===== src/rtl/lin_div_pkg.sv =====
package lin_div_pkg;
  typedef enum logic [1:0] {
    SRC_NONE   = 2'd0,
    SRC_SYNC   = 2'd1,
    SRC_COMMIT = 2'd2,
    SRC_WRITE  = 2'd3
  } upd_src_e;

  localparam logic [1:0] MODE_SLAVE = 2'b11;
endpackage


===== src/rtl/lin_div_edge.sv =====
module lin_div_edge (
  input  logic clk_i,
  input  logic rst_ni,
  input  logic lvl_i,
  output logic rise_o
);
  logic lvl_q;

  always_ff @(posedge clk_i or negedge rst_ni) begin
    if (!rst_ni) lvl_q <= 1'b0;
    else         lvl_q <= lvl_i;
  end

  assign rise_o = lvl_i & ~lvl_q;
endmodule


===== src/rtl/lin_div_mode.sv =====
module lin_div_mode (
  input  logic clk_i,
  input  logic rst_ni,
  input  logic ctl_wr_i,
  input  logic ctl_wdata_i,
  input  logic rx_rise_i,
  output logic method_o
);
  logic method_q;

  // hardware clear outranks software write
  always_ff @(posedge clk_i or negedge rst_ni) begin
    if (!rst_ni)        method_q <= 1'b0;
    else if (rx_rise_i) method_q <= 1'b0;
    else if (ctl_wr_i)  method_q <= ctl_wdata_i;
  end

  assign method_o = method_q;

  assert_hw_clear_R8: assert property (@(posedge clk_i) disable iff (!rst_ni)
    rx_rise_i |=> !method_q);
endmodule


===== src/rtl/lin_div_arb.sv =====
module lin_div_arb
  import lin_div_pkg::*;
(
  input  logic [1:0] lin_mode_i,
  input  logic       method_i,
  input  logic       rx_rise_i,
  input  logic       sync_i,
  input  logic       wr_any_i,
  output logic       deferred_o,
  output upd_src_e   src_o
);
  always_comb begin
    deferred_o = (lin_mode_i == MODE_SLAVE) && method_i;
    if (sync_i)                    src_o = SRC_SYNC;
    else if (deferred_o && rx_rise_i) src_o = SRC_COMMIT;
    else if (wr_any_i && !deferred_o) src_o = SRC_WRITE;
    else                           src_o = SRC_NONE;
  end

  always_comb begin
    assert_one_src_R4: assert (!(sync_i && src_o != SRC_SYNC));
  end
endmodule


===== src/rtl/lin_div_regs.sv =====
module lin_div_regs
  import lin_div_pkg::*;
#(
  parameter int INT_W  = 8,
  parameter int FRAC_W = 4,
  localparam int DIV_W = INT_W + FRAC_W,
  parameter logic [DIV_W-1:0] DIV_RST = 12'h100
) (
  input  logic              clk_i,
  input  logic              rst_ni,
  input  upd_src_e          src_i,
  input  logic              deferred_i,
  input  logic              int_wr_i,
  input  logic [INT_W-1:0]  int_wdata_i,
  input  logic              frac_wr_i,
  input  logic [FRAC_W-1:0] frac_wdata_i,
  input  logic [DIV_W-1:0]  sync_div_i,
  output logic [DIV_W-1:0]  div_o
);
  logic [DIV_W-1:0] act_q, stage_q, act_mrg, stage_mrg;

  function automatic logic [DIV_W-1:0] merge(input logic [DIV_W-1:0] base);
    logic [DIV_W-1:0] r;
    r = base;
    if (int_wr_i)  r[DIV_W-1 -: INT_W] = int_wdata_i;
    if (frac_wr_i) r[FRAC_W-1:0]       = frac_wdata_i;
    return r;
  endfunction

  assign act_mrg   = merge(act_q);
  assign stage_mrg = merge(stage_q);

  always_ff @(posedge clk_i or negedge rst_ni) begin
    if (!rst_ni) begin
      act_q   <= DIV_RST;
      stage_q <= DIV_RST;
    end else begin
      unique case (src_i)
        SRC_SYNC: begin
          act_q   <= sync_div_i;
          stage_q <= sync_div_i;
        end
        SRC_COMMIT: begin
          act_q   <= stage_mrg;
          stage_q <= stage_mrg;
        end
        SRC_WRITE: begin
          act_q   <= act_mrg;
          stage_q <= act_mrg;
        end
        default: begin
          if (deferred_i && (int_wr_i || frac_wr_i)) stage_q <= stage_mrg;
        end
      endcase
    end
  end

  assign div_o = act_q;

  assert_defer_hold_R5: assert property (@(posedge clk_i) disable iff (!rst_ni)
    (src_i == SRC_NONE) |=> $stable(act_q));
  assert_commit_stage_R5: assert property (@(posedge clk_i) disable iff (!rst_ni)
    (src_i == SRC_COMMIT) |=> act_q == stage_q);
endmodule


===== src/rtl/lin_div_ctrl.sv =====
module lin_div_ctrl
  import lin_div_pkg::*;
#(
  parameter int INT_W  = 8,
  parameter int FRAC_W = 4,
  localparam int DIV_W = INT_W + FRAC_W,
  parameter logic [DIV_W-1:0] DIV_RST = 12'h100
) (
  input  logic              clk_i,
  input  logic              rst_ni,
  input  logic [1:0]        lin_mode_i,
  input  logic              ctl_wr_i,
  input  logic              ctl_wdata_i,
  input  logic              int_wr_i,
  input  logic [INT_W-1:0]  int_wdata_i,
  input  logic              frac_wr_i,
  input  logic [FRAC_W-1:0] frac_wdata_i,
  input  logic              rx_full_i,
  input  logic              sync_upd_i,
  input  logic [DIV_W-1:0]  sync_div_i,
  output logic [DIV_W-1:0]  div_o,
  output logic              method_o
);
  logic     rx_rise, deferred;
  upd_src_e src;

  lin_div_edge u_edge (
    .clk_i (clk_i), .rst_ni (rst_ni), .lvl_i (rx_full_i), .rise_o (rx_rise)
  );

  lin_div_mode u_mode (
    .clk_i (clk_i), .rst_ni (rst_ni), .ctl_wr_i (ctl_wr_i),
    .ctl_wdata_i (ctl_wdata_i), .rx_rise_i (rx_rise), .method_o (method_o)
  );

  lin_div_arb u_arb (
    .lin_mode_i (lin_mode_i), .method_i (method_o), .rx_rise_i (rx_rise),
    .sync_i (sync_upd_i), .wr_any_i (int_wr_i | frac_wr_i),
    .deferred_o (deferred), .src_o (src)
  );

  lin_div_regs #(.INT_W(INT_W), .FRAC_W(FRAC_W), .DIV_RST(DIV_RST)) u_regs (
    .clk_i (clk_i), .rst_ni (rst_ni), .src_i (src), .deferred_i (deferred),
    .int_wr_i (int_wr_i), .int_wdata_i (int_wdata_i),
    .frac_wr_i (frac_wr_i), .frac_wdata_i (frac_wdata_i),
    .sync_div_i (sync_div_i), .div_o (div_o)
  );

  assert_sync_wins_R4: assert property (@(posedge clk_i) disable iff (!rst_ni)
    sync_upd_i |=> div_o == $past(sync_div_i));
  assert_imm_int_R2: assert property (@(posedge clk_i) disable iff (!rst_ni)
    (!(lin_mode_i == MODE_SLAVE && method_o) && int_wr_i && !sync_upd_i)
    |=> div_o[DIV_W-1 -: INT_W] == $past(int_wdata_i));
  assert_imm_frac_R3: assert property (@(posedge clk_i) disable iff (!rst_ni)
    (!(lin_mode_i == MODE_SLAVE && method_o) && frac_wr_i && !sync_upd_i)
    |=> div_o[FRAC_W-1:0] == $past(frac_wdata_i));
endmodule


===== config.mk =====
export PLATFORM = sky130hd
export DESIGN_NAME = lin_div_ctrl
export DESIGN_NICKNAME = d
export VERILOG_FILES = /design/src/rtl/lin_div_pkg.sv /design/src/rtl/lin_div_edge.sv /design/src/rtl/lin_div_mode.sv /design/src/rtl/lin_div_arb.sv /design/src/rtl/lin_div_regs.sv /design/src/rtl/lin_div_ctrl.sv
export SDC_FILE = /design/constraint.sdc
export NUM_CORES = 1
export LEC_CHECK = 0
export BUFFER_PORTS_ARGS = -buffer_cell sky130_fd_sc_hd__buf_2
export CORE_ASPECT_RATIO = 1.5
export CORE_UTILIZATION = 40
export CTS_CLUSTER_DIAMETER = 80
export CTS_CLUSTER_SIZE = 40
export DETAILED_ROUTE_END_ITERATION = 8
export GPL_TIMING_DRIVEN = 0
export PLACE_DENSITY = 0.76
export SYNTH_ARGS = -nofsm -noshare
export SYNTH_HDL_FRONTEND = slang
export SYNTH_SLANG_ARGS = --single-unit

===== constraint.sdc =====
create_clock -name clk_i -period 1.6 [get_ports clk_i]
set_clock_uncertainty 0.05 [all_clocks]
set_input_delay 0.16 -clock clk_i [delete_from_list [all_inputs] [get_ports clk_i]]
set_output_delay 0.16 -clock clk_i [all_outputs]
set_load 0.01 [all_outputs]

; Yosys cells after proc, flatten, opt, wreduce, memory -nomap -nowiden
; Index checks and enable logic that the tools add are counted.
[word_totals]
regBits = 26
inputBits = 34
output_inout_bits = 13
word_cells = 32
[op_classes]
eq_ne = 4
n_mux = 12
bitwise = 3
n_reduce_logical = 9
[ops]
columns = op, n
row1 = $pmux W12 S3, 2
row2 = $mux W8, 2
row3 = $mux W12, 1
row4 = $mux W4, 2
row5 = $eq A2 B2 Y1 const B, 3
row6 = $mux W2, 3
row7 = $logic_and A1 B1 Y1, 4
row8 = $reduce_bool A4 Y1, 1
row9 = $reduce_bool A3 Y1, 1
row10 = $eq A2 B1 Y1 const B, 1
row11 = $mux W1, 2
row12 = $reduce_bool A2 Y1, 1
row13 = $and A1 B1 Y1, 1
row14 = $logic_not A1 Y1, 1
row15 = $logic_or A1 B1 Y1, 1
row16 = $not A1 Y1, 1
row17 = $or A1 B1 Y1, 1

; Logic depth before layout (Yosys ltp)
; Gate-level depths: netlist of the first run.
[logic_depth]
ltp_word = 9
depth_mapped = 5
ltp_nobuf = 4

; Cells and area by module
; A second synthesis of the first run with hierarchy kept.
[unflattened]
hier_cells = 170
hier_area_um2 = 1551.5
[modules_own_cells]
columns = module, instances, cells_each, area_per_inst_um2, seq_area_each_um2
row1 = lin_div_regs, 1, 158, 1420.1, 603.1
row2 = lin_div_arb, 1, 6, 47.5, 0.0
row3 = lin_div_edge, 1, 2, 38.8, 25.0
row4 = lin_div_mode, 1, 3, 38.8, 25.0
row5 = lin_div_ctrl, 1, 1, 6.3, 0.0

; Least setup slack after synthesis of the first run
; OpenSTA, ideal clock, no wires.
[synth_path]
path_kind = register to register
startpoint = reg u_mode.method_q, in the netlist u_mode.method_o
endpoint = reg u_regs.act_q[11], in the netlist u_regs.div_o[11]
setup_time_ns = 0.126
arrival_ns = 1.327
t_required_ns = 1.424
slack_ns = 0.097
stages_incl_launch_ff = 6
n_path_buf = 1
period_less_slack_ns = 1.503
path_cell_list = dfrtp_1 > and3_1 > buf_6 > mux2i_2 > nor2b_4 > a221o_1
[synth_via]
elab_chain_cells = 8
word_cells_on_any_way = 12
cone_classes = eq/ne (3) / mux (4) / reduce/logical (5)
[synth_rtl]
columns = item, line_no
row1 = start: declaration, lin_div_mode.sv:9  ; logic method_q;
row2 = start signal: assignment, lin_div_mode.sv:15  ; else if (ctl_wr_i) method_q <= ctl_wdata_i;
row3 = $logic_and A1 B1 Y1 (*), lin_div_arb.sv:13  ; deferred_o = (lin_mode_i == MODE_SLAVE) && method_i;
row4 = $logic_not A1 Y1, lin_div_arb.sv:16  ; else if (wr_any_i && !deferred_o) src_o = SRC_WRITE;
row5 = $logic_and A1 B1 Y1, lin_div_arb.sv:16
row6 = $mux W2, lin_div_arb.sv:16
row7 = $mux W2 (*), lin_div_arb.sv:15  ; else if (deferred_o && rx_rise_i) src_o = SRC_COMMIT;
row8 = $mux W2 (*), lin_div_arb.sv:14  ; if (sync_i) src_o = SRC_SYNC;
row9 = $eq A2 B2 Y1 / $eq A2 B1 Y1 (equally long branches), lin_div_regs.sv:38  ; unique case (src_i)
row10 = $pmux W12 S3 / $reduce_bool A3 Y1 (equally long branches), --
row11 = end signal: assignment, lin_div_regs.sv:40  ; act_q <= sync_div_i;
row12 = end signal: assignment, lin_div_regs.sv:44  ; act_q <= stage_mrg;
row13 = end signal: assignment, lin_div_regs.sv:48  ; act_q <= act_mrg;
row14 = end: declaration, lin_div_regs.sv:20  ; logic [DIV_W-1:0] act_q, stage_q, act_mrg, stage_mrg;
; Mark *: on every way between the ends. The rest lies on a longest branch, timed or not.
; A chain may end at the register's enable or synchronous reset.

; Worst setup path after layout of the first run
[layout_path]
startpoint = reg u_mode.method_q, in the netlist u_mode.method_o
endpoint = reg u_regs.act_q[5], in the netlist u_regs.div_o[5]
; Same word-level chain as after synthesis.

==> qor.yml, run 1 <==
status:
  status: "completed"
cts:
  cts.sinks: 26
  clkTransAtPathRegs_ns: 0.10
  root_buffer: "clkbuf_8"
  clk_latency_ns: 0.27
  cts_max_path_buffers: 2
  cts_tree: "built"
  h-tree-depth: 1
  cts_buffers: 3
logic_synthesis:
  yosysTopAreaCell: "dfrtp_1"
  yosys-top-cells-area: "dfrtp_1 39%, mux2i_1 12%, o221ai_1 5.1%"
  ys_seq_area_share_pct: 42.2
  synth_top_area_share_pct: 38.8
  synthDistinctLibCells: 35
  yosys_warnings: 0
  syn_inst: 153
  syn_avg_cell_area_um2: 10.1
  yosys_register_bits: 26
  syn_area_um2: 1550
  synth_nets: 187
sta:
  fmax_ghz: 0.646
  period_share_pct: 96.7
  slew_viol_final: 0
  fin_ws_ns: 0.0525
  rsz0062_at_grt: "yes"
  worstMarginPinSlew_ns: 0.588
  finalHoldViolCount: 0
  finalSetupViolations: 0
  period_needed_ns: 1.55
  slew-limit-headroom_pct: 60.8
worst_setup_path:
  critical_path_peak_fanout: 5
  worstSetupEndpointType: "register"
  worstSetupPathType: "reg2reg"
  startpoint_type: "register"
  crit_arrival_ns: 1.65
  worstPathRequired_ns: 1.71
die:
  core_area_um2: 3680
  die-area_um2: 4130
  initial_core_util_pct: 42.0
  die_w_um: 52.8
  die_height_um: 78.2
  ios: 47
  row_count: 27
drt:
  drtAntennaViolNets: 0
  vias_per_cell: 5.88
  vias: 1470
  wl_per_cell_um: 15.6
  drt-pass1-iter-count: 4
  drtIter0Drc: 53
  finalWirelength_um: 3900
  drc_errors: 0
global_routing:
  antenna_found_initial: 0
  grtUsageTotal_pct: 21.2
  grt_util_met1_pct: 26.5
  grt_pass1_vias: 1429
  gr-usage-met2_pct: 36.6
  grt_util_met3_pct: 2.71
  grt_pass1_wl_um: 6610
  overflow: 0
  grt.busiest_layer: "met2"
  grt_max_degree: 27
layout:
  finalNetCount: 242
  n_fill_cell: 348
  layout-drive-gt1-share_pct: 34.8
  ff_latch_area_um2: 653
  areaGrowthSynthToFinish_pct: 26.8
  final_cell_mix: "50 x buf_2, 24 x dfrtp_1, 18 x mux2i_1, 12 x a21oi_1, 11 x nand2_1"
  final_common_cell: "buf_2"
  antennaDiodeCount: 0
  multi_input_area_um2: 877
pwr:
  p_leak_uw: 0.000918
  p_total_uw: 1550
  irDropWorstVdd_v: 0.000894
  p_per_area_nw_per_um2: 790
placed_design:
  place_ws_ns: -0.0668
  hpwl_um: 2860
  io_buffers: 46
  place_congestion: 0.820
hold_path:
  hp-class: "in2reg"
job:
  cap_violations: 0
-- where the power goes --
group          switching (uW)  internal [uW]  total, uW
clock network             208            178        386
logic                     211            185        396
registers                39.6            729        769
-- cells by family (layout without fill, tap and decap cells) --
| kind of cell | Yosys count | count (layout) | share of synthesized area, % |
|---|---|---|---|
| mux | 20 | 20 | 13.2 |
| buf+inv | 15 | 69 | 4.61 |
| flops | 26 | 26 | 42.2 |
| simple gates | 40 | 40 | 14.0 |
| compound gates | 52 | 52 | 26.0 |
-- critical path, cell delays in order, from the launching register on --
cell and delay [ns]:
dfrtp_1 0.40, and3_4 0.16, buf_6 0.14, mux2i_4 0.19, nor2b_4 0.15, a221o_1 0.34
-- registers in the layout, indices dropped and copies added (netlist names) --
register	flops
u_edge.lvl_q	1
u_mode.method_o	1
u_regs.div_o	12
u_regs.stage_q	12
-- routing by layer --
layer | vias to the layer above | routed length, um
met5 | - | 0
met1 | 718 | 1610
li1 | 696 | -
met4 | 0 | 57
met3 | 4 | 214
met2 | 52 | 2020
-- metrics by stage --
step                      utilization, %  instances  TNS [ns]  hold slack, ns  cell area [um2]
after floorplan                        -        153         0          -0.186             1550
after global placement              49.7        242    -0.305           0.149             1830
after detailed placement            49.7        242    -0.238           0.146             1830
after CTS                           51.6        248         0          0.0483             1900
after global routing                53.3        250         0          0.0648             1960
final                               53.3        250         0          0.0503             1960
-- path summary, 6_finish.rpt --
kind                                              startpoint                             to  slack [ns]  cells past startpoint
worst max-delay path             u_mode.method_o$_DFFE_PN0P_    u_regs.div_o[5]$_DFFE_PN0P_        0.05                      5
worst min-delay path                           sync_div_i[8]    u_regs.div_o[8]$_DFFE_PN1P_        0.05                      3
worst max register to register   u_mode.method_o$_DFFE_PN0P_    u_regs.div_o[5]$_DFFE_PN0P_        0.05                      5
worst min register to register  u_regs.div_o[11]$_DFFE_PN0P_   u_regs.div_o[11]$_DFFE_PN0P_        0.50                      1
max in group asynchronous                             rst_ni    u_regs.div_o[1]$_DFFE_PN0P_        0.74                      2
min in group asynchronous                             rst_ni  u_regs.stage_q[6]$_DFFE_PN0P_        0.37                      2
-- cell type report --
class	count	area share (%)
multi-input combinational	112	44.7
sequential	26	33.3
timing repair buffer	50	13.4
tap	43	2.74
clock buffer	4	2.29
buffer	7	2.10
inverter	8	1.53
-- timing repair --
item / in CTS / in global routing
gates cloned: 0 / 1
hold buffers: 2 / 0
setup endpoints to repair: 9 / 15
buffers inserted: 0 / 1
endpoints found under the hold margin: 25 / 0
pin swaps: 0 / 1
gates resized for setup: 1 / 9
-- synth_stat cells, drive strengths merged --
master / instances
dfrtp: 24
mux2i: 20
a21oi: 13
nand2: 12
nor2b: 9
o221ai: 9
inv: 8
a222oi: 6
a22oi: 6
and2: 5
buf: 5
a221o: 4
a22o: 4
nor2: 4
o21ai: 4
nand3: 3
nor3: 3
clkbuf: 2
dfstp: 2
o21ba: 2
a211o: 1
a31oi: 1
a32oi: 1
and2b: 1
and3: 1
nand2b: 1
nor3b: 1
o21bai: 1
(Power assumes the default switching activity.)
==> run 2: changes to the inputs <==
- ABC_AREA: default -> 1
- PLACE_DENSITY: 0.76 -> 0.75
==> run 2 against run 1 <==
Net effect:
- final cell count is 40% higher
- critical endpoint unchanged
- worst setup slack better by 0.084 ns
- critical path depth is 4 higher
- sequential share of layout area is 0.69 points lower
- critical path type is now in2reg
- wire length is 2.6% higher
- non-clock buffer count is 1 higher
- synthesized cell count is 65% higher
- power is 5.2% higher
- area after synthesis is 6.8% higher
- global-route usage is 1.3 points lower
- sequential power is 2% higher
- register-to-register slack better by 0.18 ns
==> qor.yml, run 2 <==
status:
  status: "completed"
placed_design:
  place_congestion: 0.837  # +2.1%
  hpwl_um: 2970  # +3.7%
  placed_area_um2: 1930  # +5.6%
  place_ws_ns: 0.166  # +0.233 ns
  io_buffers: 45  # -2.2%
worst_setup_path:
  regToRegSetupSlack_ns: 0.23  # +0.18 ns
  worstSetupEndpointType: "register"
  startpoint_type: "input port"
  path_depth: 9  # +4
  worstPathRequired_ns: 1.73  # +0.02 ns
  slowest_stage: "dlygate4sd3_1"
  crit_arrival_ns: 1.59  # -0.06 ns
  worstSetupPathType: "in2reg"
  critical_path_peak_fanout: 10  # +5
  crit_family: "buffers and inverters"
  worstSetupStartpoint: "rx_full_i"
  worst-path-buf-inv: 4  # +3
  r2r-end: "u_regs.div_o[7]$_DFFE_PN0P_"
  critPathCapture: "u_regs.div_o[5]$_DFFE_PN0P_"
  slowest_delay_ns: 0.53  # +0.13 ns
  rr_worst_depth: 8  # +3
  cp_cell_sequence: "dlygate4sd3_1 -> buf_2 -> nand2_1 -> inv_1 -> nand2_1 -> nand3_4 -> buf_2 -> nor2_1 -> nor2_1"
  rr_startpoint: "u_mode.method_o$_DFFE_PN0P_"
sta:
  fmax_ghz: 0.683  # +5.7%
  slew-limit-headroom_pct: 59.6  # -1.2 points
  period_share_pct: 91.5  # -5.3 points
  finalSetupViolations: 0  # unchanged
  finalHoldViolCount: 0  # unchanged
  worstMarginPinSlew_ns: 0.606  # +0.0181 ns
  period_needed_ns: 1.46  # -0.0841 ns
  slew_viol_final: 0  # unchanged
  fin_tns_setup_ns: 0  # unchanged
  fin_ws_ns: 0.137  # +0.0841 ns
  rsz0062_at_grt: "no"
hold_path:
  hp-class: "in2reg"
die:
  initial_core_util_pct: 41.8  # -0.28 points
  ios: 47  # unchanged
  row_count: 28  # +3.7%
  core_area_um2: 3960  # +7.5%
  die-area_um2: 4400  # +6.6%
  die_height_um: 80.7  # +3.3%
  die_w_um: 54.5  # +3.2%
logic_synthesis:
  syn_area_um2: 1650  # +6.8%
  yosys-top-cells-area: "dfrtp_1 36%, nor2_1 19%, nand2_1 13%"
  syn_avg_cell_area_um2: 6.53  # -35%
  yosysMostFrequentCell: "nor2_1"
  synthDistinctLibCells: 21  # -40%
  synth-async-reset-ratio_pct: 100  # unchanged
  ys_seq_area_share_pct: 39.5  # -2.7 points
  syn_inst: 253  # +65%
  synth_top_area_share_pct: 36.3  # -2.5 points
  yosys_register_bits: 26  # unchanged
  synth_top_flop_cell: "dfrtp_1"
  yosys_warnings: 0  # unchanged
  yosysTopAreaCell: "dfrtp_1"
  synth_edf_count: 0  # unchanged
  synth_nets: 287  # +53%
  synth_commonest_cells: "84 x nor2_1, 58 x nand2_1, 37 x nand3_1"
pwr:
  p_total_uw: 1630  # +5.2%
  irDropWorstVdd_v: 0.000441  # -51%
  p_int_uw: 1100  # +0.87%
  clkPwrFrac_pct: 24.1  # -0.8 points
  sw_frac_of_total_pct: 32.4  # +2.9 points
  p_leak_uw: 0.00109  # +19%
  pwr-share-comb_pct: 27.6  # +2.1 points
  p_seq_share_pct: 48.3  # -1.3 points
  p_per_area_nw_per_um2: 814  # +3.0%
  p_sw_uw: 529  # +15%
global_routing:
  antenna_found_initial: 0  # unchanged
  grt_max_degree: 27  # unchanged
  grt_pass1_vias: 1492  # +4.4%
  grt_util_met3_pct: 2.06  # -0.65 points
  grt_pass1_wl_um: 6390  # -3.3%
  grtUsageTotal_pct: 19.8  # -1.3 points
  gr-usage-met2_pct: 37.0  # +0.37 points
  grt.busiest_layer: "met2"
  grt_util_met1_pct: 21.9  # -4.6 points
  overflow: 0  # unchanged
drt:
  drt-pass1-iter-count: 4  # unchanged
  vias: 1640  # +12%
  finalWirelength_um: 4010  # +2.6%
  vias_per_cell: 4.70  # -20%
  wl_per_cell_um: 11.5  # -26%
  drtAntennaViolNets: 0  # unchanged
  drc_errors: 0  # unchanged
  drtIter0Drc: 30  # -43%
layout:
  layout-drive-gt1-share_pct: 25.7  # -9.1 points
  areaGrowthSynthToFinish_pct: 21.3
  final_area_um2: 2000  # +2.1%
  final_common_cell: "nor2_1"
  antennaDiodeCount: 0  # unchanged
  final_cell_mix: "83 x nor2_1, 58 x nand2_1, 49 x buf_2, 37 x nand3_1, 24 x dfrtp_1"
  n_fill_cell: 434  # +25%
  finalNetCount: 339  # +40%
cts:
  post_cts_buffers: 0  # unchanged
  cts_max_path_buffers: 2  # unchanged
  cts_buffers: 3  # unchanged
  clkTransAtPathRegs_ns: 0.09  # about the same
  root_buffer: "clkbuf_8"
  h-tree-depth: 1  # unchanged
  cts.sinks: 26  # unchanged
  cts_tree: "built"
  clk_latency_ns: 0.27  # about the same
job:
  cap_violations: 0  # unchanged
## run 2: power by group through the flow
stage                     Combinational, uW  Sequential, uW  Clock [uW]
final                                   451             787         393
after global routing                    511             798         424
after CTS                               457             787         404
after detailed placement                452             800           0
after global placement                  444             798           0
after floorplan                         266             818           0
## run 2: cells by family after synthesis
group | share of synthesized area [%]
simple gates | 50.6
buf+inv | 8.93
flops | 39.5
compound gates | 0.908
## run 2: what timing repair did
action,CTS,global route
resized for setup,0,2
hold buffers,2,0
setup endpoints to repair,0,9
endpoints found under the hold margin,25,0
## run 2: how the worst min path moves through the flow
stage | from | endpoint | slack, ns | cells past startpoint
after CTS | ctl_wr_i | u_mode.method_o$_DFFE_PN0P_ | 0.005 | 2
after global routing | ctl_wr_i | u_mode.method_o$_DFFE_PN0P_ | 0.01 | 2
after detailed placement | rst_ni | u_regs.div_o[3]$_DFFE_PN0P_ | 0.15 | 1
after global placement | rst_ni | u_regs.div_o[3]$_DFFE_PN0P_ | 0.15 | 1
after floorplan | rst_ni | u_edge.lvl_q$_DFF_PN0_ | -0.19 | 0
final | ctl_wr_i | u_mode.method_o$_DFFE_PN0P_ | 0.006 | 2
## run 2: layout make-up
type                       count  area [um2]  share of cell area [%]
multi-input combinational    197         855                    42.6
tap                           45        56.3                    2.81
buffer                        11        76.3                    3.81
inverter                      19        73.8                    3.68
clock buffer                   4        45.0                    2.25
timing repair buffer          47         245                    12.2
sequential                    26         653                    32.6
## run 2: metal layers
| metal | vias up | part of all wire, % |
|---|---|---|
| li1 | 879 | - |
| met1 | 718 | 42 |
| met2 | 37 | 52 |
| met3 | 6 | 4.1 |
| met4 | 0 | 1.6 |
| met5 | - | 0 |
## run 2: worst register-to-register path: cells and delay by family (launching register included)
family        cells  cell delay [ns]
simple gates      6             0.56
flops             1             0.40
buf+inv           2             0.26
## run 2: per-stage QoR
step,hold WS (ns),instances,utilization (%)
after floorplan,-0.186,253,-
after global placement,0.148,343,48.9
after detailed placement,0.150,343,48.9
after CTS,0.00549,349,50.5
after global routing,0.0129,349,50.6
final,0.00643,349,50.6
